[src/rtl/sm_div_pkg.sv]
package sm_div_pkg;
  typedef enum logic [1:0] {
    ST_IDLE = 2'd0,
    ST_RUN  = 2'd1,
    ST_FIN  = 2'd2
  } div_state_e;
endpackage

[src/rtl/sm_div_rst_sync.sv]
module sm_div_rst_sync #(
  parameter int STAGES = 2
) (
  input  logic clk,
  input  logic rst_an,
  output logic rst_n_sync
);
  logic [STAGES-1:0] chain_q;

  always_ff @(posedge clk or negedge rst_an) begin
    if (!rst_an) chain_q <= '0;
    else         chain_q <= {chain_q[STAGES-2:0], 1'b1};
  end

  assign rst_n_sync = chain_q[STAGES-1];
endmodule

[src/rtl/sm_div_step.sv]
// One iteration: shift partial remainder left with the next dividend bit,
// then subtract (or, non-restoring with a negative remainder, add) divisor.
module sm_div_step #(
  parameter int N = 8
) (
  input  logic signed [N:0] rem_i,
  input  logic              q_msb_i,
  input  logic [N-1:0]      dvs_i,
  input  logic              nonrest_i,
  output logic signed [N:0] rem_o,
  output logic              q_bit_o
);
  localparam int TW = N + 2;

  logic signed [TW-1:0] shifted;
  logic signed [TW-1:0] dvs_ext;
  logic signed [TW-1:0] diff;
  logic signed [TW-1:0] sum;
  logic signed [TW-1:0] pick;

  always_comb begin
    shifted = {rem_i, q_msb_i};
    dvs_ext = {2'b00, dvs_i};
    diff    = shifted - dvs_ext;
    sum     = shifted + dvs_ext;
    if (nonrest_i && rem_i[N]) pick = sum;
    else                       pick = diff;
    if (!nonrest_i && pick[TW-1]) begin
      // restore: keep the shifted value, which is below the divisor
      rem_o   = shifted[N:0];
      q_bit_o = 1'b0;
    end else begin
      rem_o   = pick[N:0];
      q_bit_o = ~pick[TW-1];
    end
  end
endmodule

[src/rtl/sm_div_fix.sv]
// Final correction: a negative partial remainder gets the divisor added once.
module sm_div_fix #(
  parameter int N = 8
) (
  input  logic signed [N:0] rem_i,
  input  logic [N-1:0]      dvs_i,
  output logic [N-1:0]      rem_o
);
  logic signed [N:0] corrected;

  always_comb begin
    if (rem_i[N]) corrected = rem_i + {1'b0, dvs_i};
    else          corrected = rem_i;
    rem_o = corrected[N-1:0];
  end
endmodule

[src/rtl/sm_div_ctrl.sv]
module sm_div_ctrl
  import sm_div_pkg::*;
#(
  parameter int N = 8
) (
  input  logic       clk,
  input  logic       rst_n,
  input  logic       start_i,
  input  logic       ovf_hit_i,
  output div_state_e state_o,
  output logic       accept_o,
  output logic       step_o,
  output logic       fin_o,
  output logic       done_o
);
  localparam int CW = (N > 1) ? $clog2(N) : 1;
  localparam logic [CW-1:0] LAST = CW'(N - 1);

  div_state_e     state_q, state_d;
  logic [CW-1:0]  cnt_q, cnt_d;
  logic           done_q, done_d;
  logic           cnt_en;

  always_comb begin
    state_d  = state_q;
    cnt_d    = cnt_q;
    done_d   = 1'b0;
    accept_o = 1'b0;
    step_o   = 1'b0;
    fin_o    = 1'b0;
    unique case (state_q)
      ST_IDLE: begin
        if (start_i) begin
          accept_o = 1'b1;
          if (ovf_hit_i) begin
            done_d = 1'b1;
          end else begin
            state_d = ST_RUN;
            cnt_d   = '0;
          end
        end
      end
      ST_RUN: begin
        step_o = 1'b1;
        if (cnt_q == LAST) state_d = ST_FIN;
        else               cnt_d   = cnt_q + 1'b1;
      end
      ST_FIN: begin
        fin_o   = 1'b1;
        done_d  = 1'b1;
        state_d = ST_IDLE;
      end
      default: state_d = ST_IDLE;
    endcase
  end

  assign cnt_en = accept_o | step_o;

  always_ff @(posedge clk or negedge rst_n) begin
    if (!rst_n) begin
      state_q <= ST_IDLE;
      cnt_q   <= '0;
      done_q  <= 1'b0;
    end else begin
      state_q <= state_d;
      done_q  <= done_d;
      if (cnt_en) cnt_q <= cnt_d;
    end
  end

  assign state_o = state_q;
  assign done_o  = done_q;
endmodule

[src/rtl/sm_divider.sv]
module sm_divider
  import sm_div_pkg::*;
#(
  parameter int N = 8
) (
  input  logic           clk,
  input  logic           rst_n,
  input  logic           start,
  input  logic           nonrest_mode,
  input  logic           dvd_sign,
  input  logic [2*N-1:0] dvd_mag,
  input  logic           dvs_sign,
  input  logic [N-1:0]   dvs_mag,
  output logic           done,
  output logic           ovf,
  output logic           quo_sign,
  output logic [N-1:0]   quo_mag,
  output logic           rem_sign,
  output logic [N-1:0]   rem_mag
);
  logic              rst_n_int;
  div_state_e        state;
  logic              idle;
  logic              accept, step, fin;
  logic              ovf_hit;
  logic [N-1:0]      dvd_hi, dvd_lo;

  logic signed [N:0] rem_q, rem_d;
  logic [N-1:0]      quo_q, quo_d;
  logic [N-1:0]      dvs_q, dvs_d;
  logic              mode_q, mode_d;
  logic              qs_q, qs_d, rs_q, rs_d, ovf_q, ovf_d;
  logic              data_en;

  logic signed [N:0] step_rem;
  logic              step_qbit;
  logic [N-1:0]      fix_rem;

  sm_div_rst_sync #(.STAGES(2)) u_rst (
    .clk        (clk),
    .rst_an     (rst_n),
    .rst_n_sync (rst_n_int)
  );

  assign dvd_hi  = dvd_mag[2*N-1:N];
  assign dvd_lo  = dvd_mag[N-1:0];
  assign ovf_hit = (dvs_mag == '0) || (dvd_hi >= dvs_mag);

  sm_div_ctrl #(.N(N)) u_ctrl (
    .clk       (clk),
    .rst_n     (rst_n_int),
    .start_i   (start),
    .ovf_hit_i (ovf_hit),
    .state_o   (state),
    .accept_o  (accept),
    .step_o    (step),
    .fin_o     (fin),
    .done_o    (done)
  );

  assign idle = (state == ST_IDLE);

  sm_div_step #(.N(N)) u_step (
    .rem_i     (rem_q),
    .q_msb_i   (quo_q[N-1]),
    .dvs_i     (dvs_q),
    .nonrest_i (mode_q),
    .rem_o     (step_rem),
    .q_bit_o   (step_qbit)
  );

  sm_div_fix #(.N(N)) u_fix (
    .rem_i (rem_q),
    .dvs_i (dvs_q),
    .rem_o (fix_rem)
  );

  always_comb begin
    rem_d  = rem_q;
    quo_d  = quo_q;
    dvs_d  = dvs_q;
    mode_d = mode_q;
    qs_d   = qs_q;
    rs_d   = rs_q;
    ovf_d  = ovf_q;
    if (accept) begin
      dvs_d  = dvs_mag;
      mode_d = nonrest_mode;
      qs_d   = dvd_sign ^ dvs_sign;
      rs_d   = dvd_sign;
      if (ovf_hit) begin
        ovf_d = 1'b1;
        rem_d = '0;
        quo_d = '0;
      end else begin
        ovf_d = 1'b0;
        rem_d = {1'b0, dvd_hi};
        quo_d = dvd_lo;
      end
    end else if (step) begin
      rem_d = step_rem;
      quo_d = {quo_q[N-2:0], step_qbit};
    end else if (fin) begin
      rem_d = {1'b0, fix_rem};
    end
  end

  assign data_en = accept | step | fin;

  always_ff @(posedge clk or negedge rst_n_int) begin
    if (!rst_n_int) begin
      rem_q  <= '0;
      quo_q  <= '0;
      dvs_q  <= '0;
      mode_q <= 1'b0;
      qs_q   <= 1'b0;
      rs_q   <= 1'b0;
      ovf_q  <= 1'b0;
    end else if (data_en) begin
      rem_q  <= rem_d;
      quo_q  <= quo_d;
      dvs_q  <= dvs_d;
      mode_q <= mode_d;
      qs_q   <= qs_d;
      rs_q   <= rs_d;
      ovf_q  <= ovf_d;
    end
  end

  assign ovf      = ovf_q;
  assign quo_sign = qs_q;
  assign rem_sign = rs_q;
  assign quo_mag  = quo_q;
  assign rem_mag  = rem_q[N-1:0];
endmodule

[config.mk]
export PLATFORM = sky130hd
export DESIGN_NAME = sm_divider
export DESIGN_NICKNAME = d
export VERILOG_FILES = /design/src/rtl/sm_div_pkg.sv /design/src/rtl/sm_div_rst_sync.sv /design/src/rtl/sm_div_step.sv /design/src/rtl/sm_div_fix.sv /design/src/rtl/sm_div_ctrl.sv /design/src/rtl/sm_divider.sv
export SDC_FILE = /design/constraint.sdc
export NUM_CORES = 1
export LEC_CHECK = 0
export CAP_MARGIN = 20
export CELL_PAD_IN_SITES_DETAIL_PLACEMENT = 2
export CELL_PAD_IN_SITES_GLOBAL_PLACEMENT = 2
export CORE_MARGIN = 4
export CORE_UTILIZATION = 35
export CTS_CLUSTER_SIZE = 25
export DETAILED_ROUTE_END_ITERATION = 7
export DONT_BUFFER_PORTS = 1
export PLACE_DENSITY = 0.82
export REMOVE_ABC_BUFFERS = 1
export SKIP_LAST_GASP = 1
export SLEW_MARGIN = 20
export SYNTH_ARGS = -nofsm -noshare
export SYNTH_HDL_FRONTEND = slang
export SYNTH_SLANG_ARGS = --single-unit
[constraint.sdc]
create_clock -name clk -period 1.21 [get_ports clk]
set_clock_uncertainty 0.1 [all_clocks]
set_input_delay 0.121 -clock clk [delete_from_list [all_inputs] [get_ports clk]]
set_output_delay 0.121 -clock clk [all_outputs]
set_load 0.005 [all_outputs]
==> results.cfg, run 1 <==
[status]
status = complete, but fails checks
violations = negative setup slack

[critical_path]
path_max_fanout = 5
cp_top_family = compound AO/OA/AOI/OAI gates
critPathMaxStageDelay_ns = 0.47
critPathSlowestCell = dfrtp_1
critPathCaptureType = register
cp.depth = 13
ff2ff_path_depth = 13
crit_chain = buf_6 > buf_4 > buf_4 > o31ai_1 > xnor2_1 > ha_2 > nand4_1 > a21oi_4 > o211ai_1 > buf_4 > buf_6 > nand4_1 > o221ai_2
worstPathRequired_ns = 1.28
crit_type = reg2reg
critical_path_buf_inv_count = 5
arrival_ns = 3.59
start_kind = register
cpMostUsedCell = buf_4

[hold_path]
hold_class = in2reg
hold_depth = 3

[routing]
wl_um = 20660
first_pass_iters = 5
avgRoutedWirePerCell_um = 35.81
drt.antenna.violating_nets = 0
vias = 3758
route.detailed.drc = 0
via_per_inst = 6.513
first_iter_violations = 263

[synth]
synth_edf_count = 0
ys_top_cells_by_area = dfrtp_1 32%, ha_1 12%, o21ai_0 6.3%
yosys_register_bits = 37
syn_area_um2 = 2933
synth_top_area_cell = dfrtp_1
synth_cells = 335
yosys_warnings = 0
yosysSeqAreaShare_pct = 31.57
ys_types = 61
async_flop_share_pct = 100.0
synth_ff_type = dfrtp_1
synth.top_cell.area_share_pct = 31.57
synth.avg_cell_area_um2 = 8.755
synth.cells.most_frequent = 37 x dfrtp_1, 37 x nand2_1, 37 x o21ai_0, 27 x ha_1, 20 x nor2_1

[clock_tree]
htree_num_levels = 2
cts_made_buffers = 5
clockRootBuffer = clkbuf_8
cts_tree = done
clock_latency_ns = 0.33
clk_pin_slew_worst_paths_ns = 0.10
cts_max_path_buffers = 2
clkSinkCount = 37

[sta]
rsz0062_at_grt = true
fin_ws_ns = -2.311
hold_slack_ns = 0.05850
min_period_over_period_pct = 291.0
hold_violations = 0
slew_headroom_pct = 61.66
setup_viol = 36
worst_slew_pin_slew_ns = 0.5690
slew_violations = 0
period_minus_slack_ns = 3.521
fmax_mhz = 284.0

[cells_and_area]
nNetsFinal = 529
final-instance-count-excl-fill = 577
area_growth_pct = 59.77
utilization_pct = 57.32
drive_above_1_share_pct = 43.95

[global_routing]
gr-usage-met2_pct = 65.50
gr-total-overflow = 0
met1_usage_pct = 44.69
grt.met3_usage_pct = 6.452
grt_pass1_wl_um = 27360
antenna_found_initial = 1
grt_busiest_layer = met2
track_usage_pct = 37.78
grt_max_degree = 25
grt_pass1_vias = 4054

[floorplan]
dieArea_um2 = 9908
initial_core_util_pct = 35.87
pin_count = 50
core-area_um2 = 8175
num_rows = 33
fp.dieW_um = 99.54
die_h_um = 99.54

[place]
io_buffers = 0
dp_hpwl_um = 10970
dp.cells = 524
gp_congestion = 0.8942
post-place-ws_ns = -2.332

[job]
drv_cap = 0
==> what timing repair did <==
action                                 CTS  global route
pin swaps                               18            14
cloned                                   2             0
hold buffers                            23             0
buffers inserted                         9            16
endpoints found under the hold margin   23             0
setup endpoints to repair               35            36
resized for setup                       87            55
==> tightest hold or removal path: cells and delay by family <==
kind	cells	cell delay, ns
AOI/OAI and AO/OA	3	0.32
==> logic make-up after synthesis <==
logic type | count (synthesis) | synth area share, %
adders and majority gates | 29 | 12.88
other | 1 | 0.1279
buffers and inverters | 37 | 6.228
AOI/OAI and AO/OA | 106 | 24.49
muxes | 4 | 1.408
and+or+nand+nor | 105 | 18.51
DFF | 37 | 31.57
xor gates and xnor gates | 16 | 4.778
==> flip-flops by register name (all words and copies together) (netlist names) <==
signal and cells:
u_ctrl.cnt_q 3, u_ctrl.done_o 1, dvs_q 8, u_ctrl.state_o 2, rem_q 9, mode_q 1, u_rst.chain_q 2, ovf 1
quo_sign 1, rem_sign 1, quo_mag 8
==> cell usage in the layout, fill, tap and decap left out, types with 13 or more instances in the layout <==
master	synthesis	final
buf_4	9	104
nand2_1	37	26
a21oi_1	19	13
nor2_1	20	13
ha_1	27	21
buf_6	1	16
dlygate4sd3_1	0	23
o21ai_0	37	16
inv_1	17	16
dfrtp_1	37	34
==> metrics by stage <==
stage          setup TNS, ns  cell area (µm²)
6_report              -32.01             4686
5_1_grt               -32.61             4686
4_1_cts               -27.46             4447
3_5_place_dp          -36.19             3726
3_3_place_gp          -30.80             3726
2_1_floorplan         -32.40             2814
==> path summary, 6_finish.rpt <==
check / start / endpoint / slack [ns]
setup reg to reg: dvs_q[0]$_DFFE_PN0P_ / rem_q[3]$_DFFE_PN0P_ / -2.31
setup / recovery: dvs_q[0]$_DFFE_PN0P_ / rem_q[3]$_DFFE_PN0P_ / -2.31
max in group asynchronous: rst_n / u_rst.chain_q[1]$_DFF_PN0_ / 0.42
hold reg to reg: u_rst.chain_q[1]$_DFF_PN0_ / quo_mag[4]$_DFFE_PN0P_ / 0.13
min in group asynchronous: u_rst.chain_q[1]$_DFF_PN0_ / quo_mag[4]$_DFFE_PN0P_ / 0.13
hold / removal: dvd_mag[12] / rem_q[4]$_DFFE_PN0P_ / 0.06
==> layer usage <==
layer	up-vias	share of wire [%]
li1	1492	-
met1	1873	36
met2	282	49
met3	111	7.8
met4	0	7.2
met5	-	0
==> layout make-up <==
class                           instances  area (µm²)
Tap cell                              105       131.4
Clock inverter                          3       68.82
Inverter                               17       66.31
Clock buffer                            5       68.82
Sequential cell                        37       929.6
Multi-Input combinational cell        261        2147
Fill cell                             805        3490
Antenna cell                            1       2.502
Timing Repair Buffer                  148        1271
Power of run 1 is left out: the tool's default activity adds up to more than one toggle a clock period on the data nets, which glitch-free logic cannot reach.
==> run 2: changes to the inputs <==
Settings changed: PLACE_DENSITY 0.82 to 0.8.
==> results.cfg, run 2 <==
[synth]
synth_top_area_cell = dfrtp_1
ys_types = 61
synth.avg_cell_area_um2 = 8.755
yosys_register_bits = 37
yosys_warnings = 0
async_flop_share_pct = 100.0
synth.top_cell.area_share_pct = 31.57
synth_ff_type = dfrtp_1
synth_cells = 335
yosysSeqAreaShare_pct = 31.57
ys_top_cells_by_area = dfrtp_1 32%, ha_1 12%, o21ai_0 6.3%
syn_area_um2 = 2933
synth_edf_count = 0
synth.cells.most_frequent = 37 x dfrtp_1, 37 x nand2_1, 37 x o21ai_0, 27 x ha_1, 20 x nor2_1

[floorplan]
die_h_um = 99.54
initial_core_util_pct = 35.87
pin_count = 50
num_rows = 33
fp.dieW_um = 99.54

[status]
error = [ERROR DPL-0033] detailed placement checks failed during check placement.
status = did not finish
failing_step = global routing

[place]
gp_congestion = 0.8731
io_buffers = 0
dpl-instance-area_um2 = 3734
dp_hpwl_um = 10570
post-place-ws_ns = -2.209

[global_routing]
antenna_found_initial = 0
grt_max_degree = 25

[clock_tree]
cts_max_path_buffers = 2
clkSinkCount = 37
cts_made_buffers = 5
clockRootBuffer = clkbuf_8
htree_num_levels = 2

[sta]
crit_endpoint = rem_q[2]$_DFFE_PN0P_/D
worstEndpointType = register input
## run 2: metrics by stage
step	hold WS [ns]	instances
after floorplan	-0.2746	315
after global placement	-0.2745	525
after detailed placement	-0.2745	525
after CTS	0.004828	574
## run 2: cells by family after synthesis
family	share of synthesized area, %
compound gates	24.49
simple gates	18.51
flops	31.57
buf+inv	6.228
fa+ha+maj	12.88
xor+xnor	4.778
mux	1.408
other cells	0.1279
## run 2: repair_timing
action,in CTS
gates resized for setup,115
hold endpoints to repair,20
pin swaps,27
endpoints found under the setup margin,36
hold buffers,20
buffers inserted,23
==> run 3: changes to the inputs <==
Settings changed: CELL_PAD_IN_SITES_DETAIL_PLACEMENT 2 to default, CELL_PAD_IN_SITES_GLOBAL_PLACEMENT 2 to default, CORE_UTILIZATION 35 to 25, CTS_CLUSTER_SIZE 25 to default, PLACE_DENSITY 0.8 to default, PLACE_DENSITY_LB_ADDON from default to 0.15.
Clock period 1.21 ns to 1.6 ns, I/O delays scaled along.
==> results.cfg, run 3 (same netlist as run 1, synthesis figures left out) <==
[sta]
period_minus_slack_ns = 3.021
min_period_over_period_pct = 188.8
setup_viol = 12
hold_slack_ns = 0.02167
hold_violations = 0
fin_ws_ns = -1.421
rsz0062_at_grt = true
slew_violations = 0
fmax_mhz = 331.0

[floorplan]
dieArea_um2 = 13530
num_rows = 39
core-area_um2 = 11470
pin_count = 50
initial_core_util_pct = 25.58
fp.dieW_um = 116.3
die_h_um = 116.3

[cells_and_area]
finalInstanceArea_um2 = 4377
final_cell_mix = 100 x buf_4, 37 x dfrtp_1, 35 x nand2_1
nNetsFinal = 503
area_growth_pct = 49.23
antenna_cells = 0
regMostFlops = rem_q
largest_reg_flops = 9
final_common_cell = buf_4
nFillCells = 1174
drive_above_1_share_pct = 36.63
multi_input_area_um2 = 2085
regArea_um2 = 925.9

[routing]
wl_um = 9874
first_iter_violations = 125
avgRoutedWirePerCell_um = 16.79
route.detailed.drc = 0
vias = 2901
drt.antenna.violating_nets = 0
first_pass_iters = 5
via_per_inst = 4.934

[power_and_ir_drop]
comb_power_share_pct = 77.6
vdd.ir_drop.worst_mv = 1.966
leakagePower_nw = 1.976
power.internal_w = 0.006918
seqPwrFrac_pct = 14.3
clkPwrFrac_pct = 8.0
switchingPower_w = 0.005467
power_density_nw_per_um2 = 2830
switching_share_pct = 44.14

[critical_path]
rrSetupSlack_ns = -1.42
path_max_fanout = 8
worstPathRequired_ns = 1.64
arrival_ns = 3.06
critPathCaptureType = register
r2r_end = rem_q[3]$_DFFE_PN0P_
startpoint = dvs_q[3]$_DFFE_PN0P_
start_kind = register
critPathCapture = rem_q[3]$_DFFE_PN0P_
ff2ff_path_depth = 10
r2r_start = dvs_q[3]$_DFFE_PN0P_
crit_type = reg2reg

[place]
io_buffers = 0
gp_congestion = 0.7954
dp_hpwl_um = 7540
dpl-instance-area_um2 = 3741

[clock_tree]
cts_made_buffers = 5
htree_num_levels = 2
clockRootBuffer = clkbuf_16
clock_latency_ns = 0.28
clk_pin_slew_worst_paths_ns = 0.06
clkSinkCount = 37
cts_tree = done
cts_max_path_buffers = 2

[job]
drv_cap = 0

[status]
violations = negative setup slack
status = complete, but fails checks

[global_routing]
antenna_found_initial = 0
grt_max_degree = 36
grt_pass1_vias = 2976
gr-total-overflow = 0
track_usage_pct = 14.69
grt_pass1_wl_um = 15390

[hold_path]
min_from = dvs_mag[4]
hold_class = in2reg
==> run 3: worst max-delay path, cell delays in order (launching register included) <==
cell and delay, ns:
dfrtp_1 0.38, or4_4 0.58, o41ai_4 0.23, xnor2_1 0.17
ha_1 0.28, buf_6 0.13, nand2_4 0.06, o21ai_4 0.09
or4_4 0.64, nand4_1 0.12, o221ai_1 0.10
==> run 3: final cells by class <==
| class | instances | area share, % |
|---|---|---|
| timing repair buffer | 121 | 22.10 |
| clock buffer | 5 | 2.859 |
| clock inverter | 3 | 0.4860 |
| sequential | 37 | 21.15 |
| tap | 143 | 4.088 |
| multi-input combinational | 262 | 47.63 |
| inverter | 17 | 1.687 |
==> run 3: repair_timing <==
item / 4_1_cts / 5_1_grt
gates resized for setup: 26 / 46
pin swaps: 10 / 24
gates cloned: 0 / 1
hold buffers: 16 / 0
setup endpoints to repair: 23 / 23
setup buffers: 6 / 4
hold endpoints to repair: 16 / 0
==> run 3: stage by stage <==
step	utilization, %	setup slack, ns	std cells	TNS (ns)	power [W]
2_1_floorplan	-	-1.666	315	-23.18	0.006240
3_3_place_gp	32.62	-1.658	556	-22.18	0.01000
3_5_place_dp	32.62	-1.661	556	-22.28	0.01001
4_1_cts	36.36	-1.462	584	-15.23	0.01183
5_1_grt	38.17	-1.526	588	-15.17	0.01340
6_report	38.17	-1.421	588	-14.03	0.01239
==> run 3: layer usage <==
metal / vias up / wire length (µm) / global-route usage, % / part of all wire (%)
met5: - / 0 / 0 / 0
met4: 0 / 44 / 1.856 / 0.45
met3: 2 / 497 / 2.642 / 5.0
met2: 65 / 4868 / 25.93 / 49
met1: 1391 / 4464 / 19.26 / 45
li1: 1443 / - / - / -
==> run 3: how the worst min path moves through the flow <==
stage / end / slack [ns] / cells after the start
detailed placement: u_rst.chain_q[0]$_DFF_PN0_ / -0.24 / 0
floorplan: u_rst.chain_q[0]$_DFF_PN0_ / -0.24 / 0
CTS: rem_q[7]$_DFFE_PN0P_ / 0.03 / 2
finish: dvs_q[4]$_DFFE_PN0P_ / 0.02 / 3
global placement: u_rst.chain_q[0]$_DFF_PN0_ / -0.24 / 0
global route: dvs_q[4]$_DFFE_PN0P_ / 0.02 / 3
==> run 3: power groups by stage <==
| stage | logic (W) | clock network, W | registers (W) |
|---|---|---|---|
| finish | 0.00962 | 0.000995 | 0.00177 |
| global route | 0.0105 | 0.00106 | 0.00184 |
| CTS | 0.00903 | 0.00103 | 0.00176 |
| detailed placement | 0.00825 | 0 | 0.00176 |
| global placement | 0.00824 | 0 | 0.00176 |
| floorplan | 0.00439 | 0 | 0.00185 |
No activity file was read; power rests on OpenSTA's default activity.
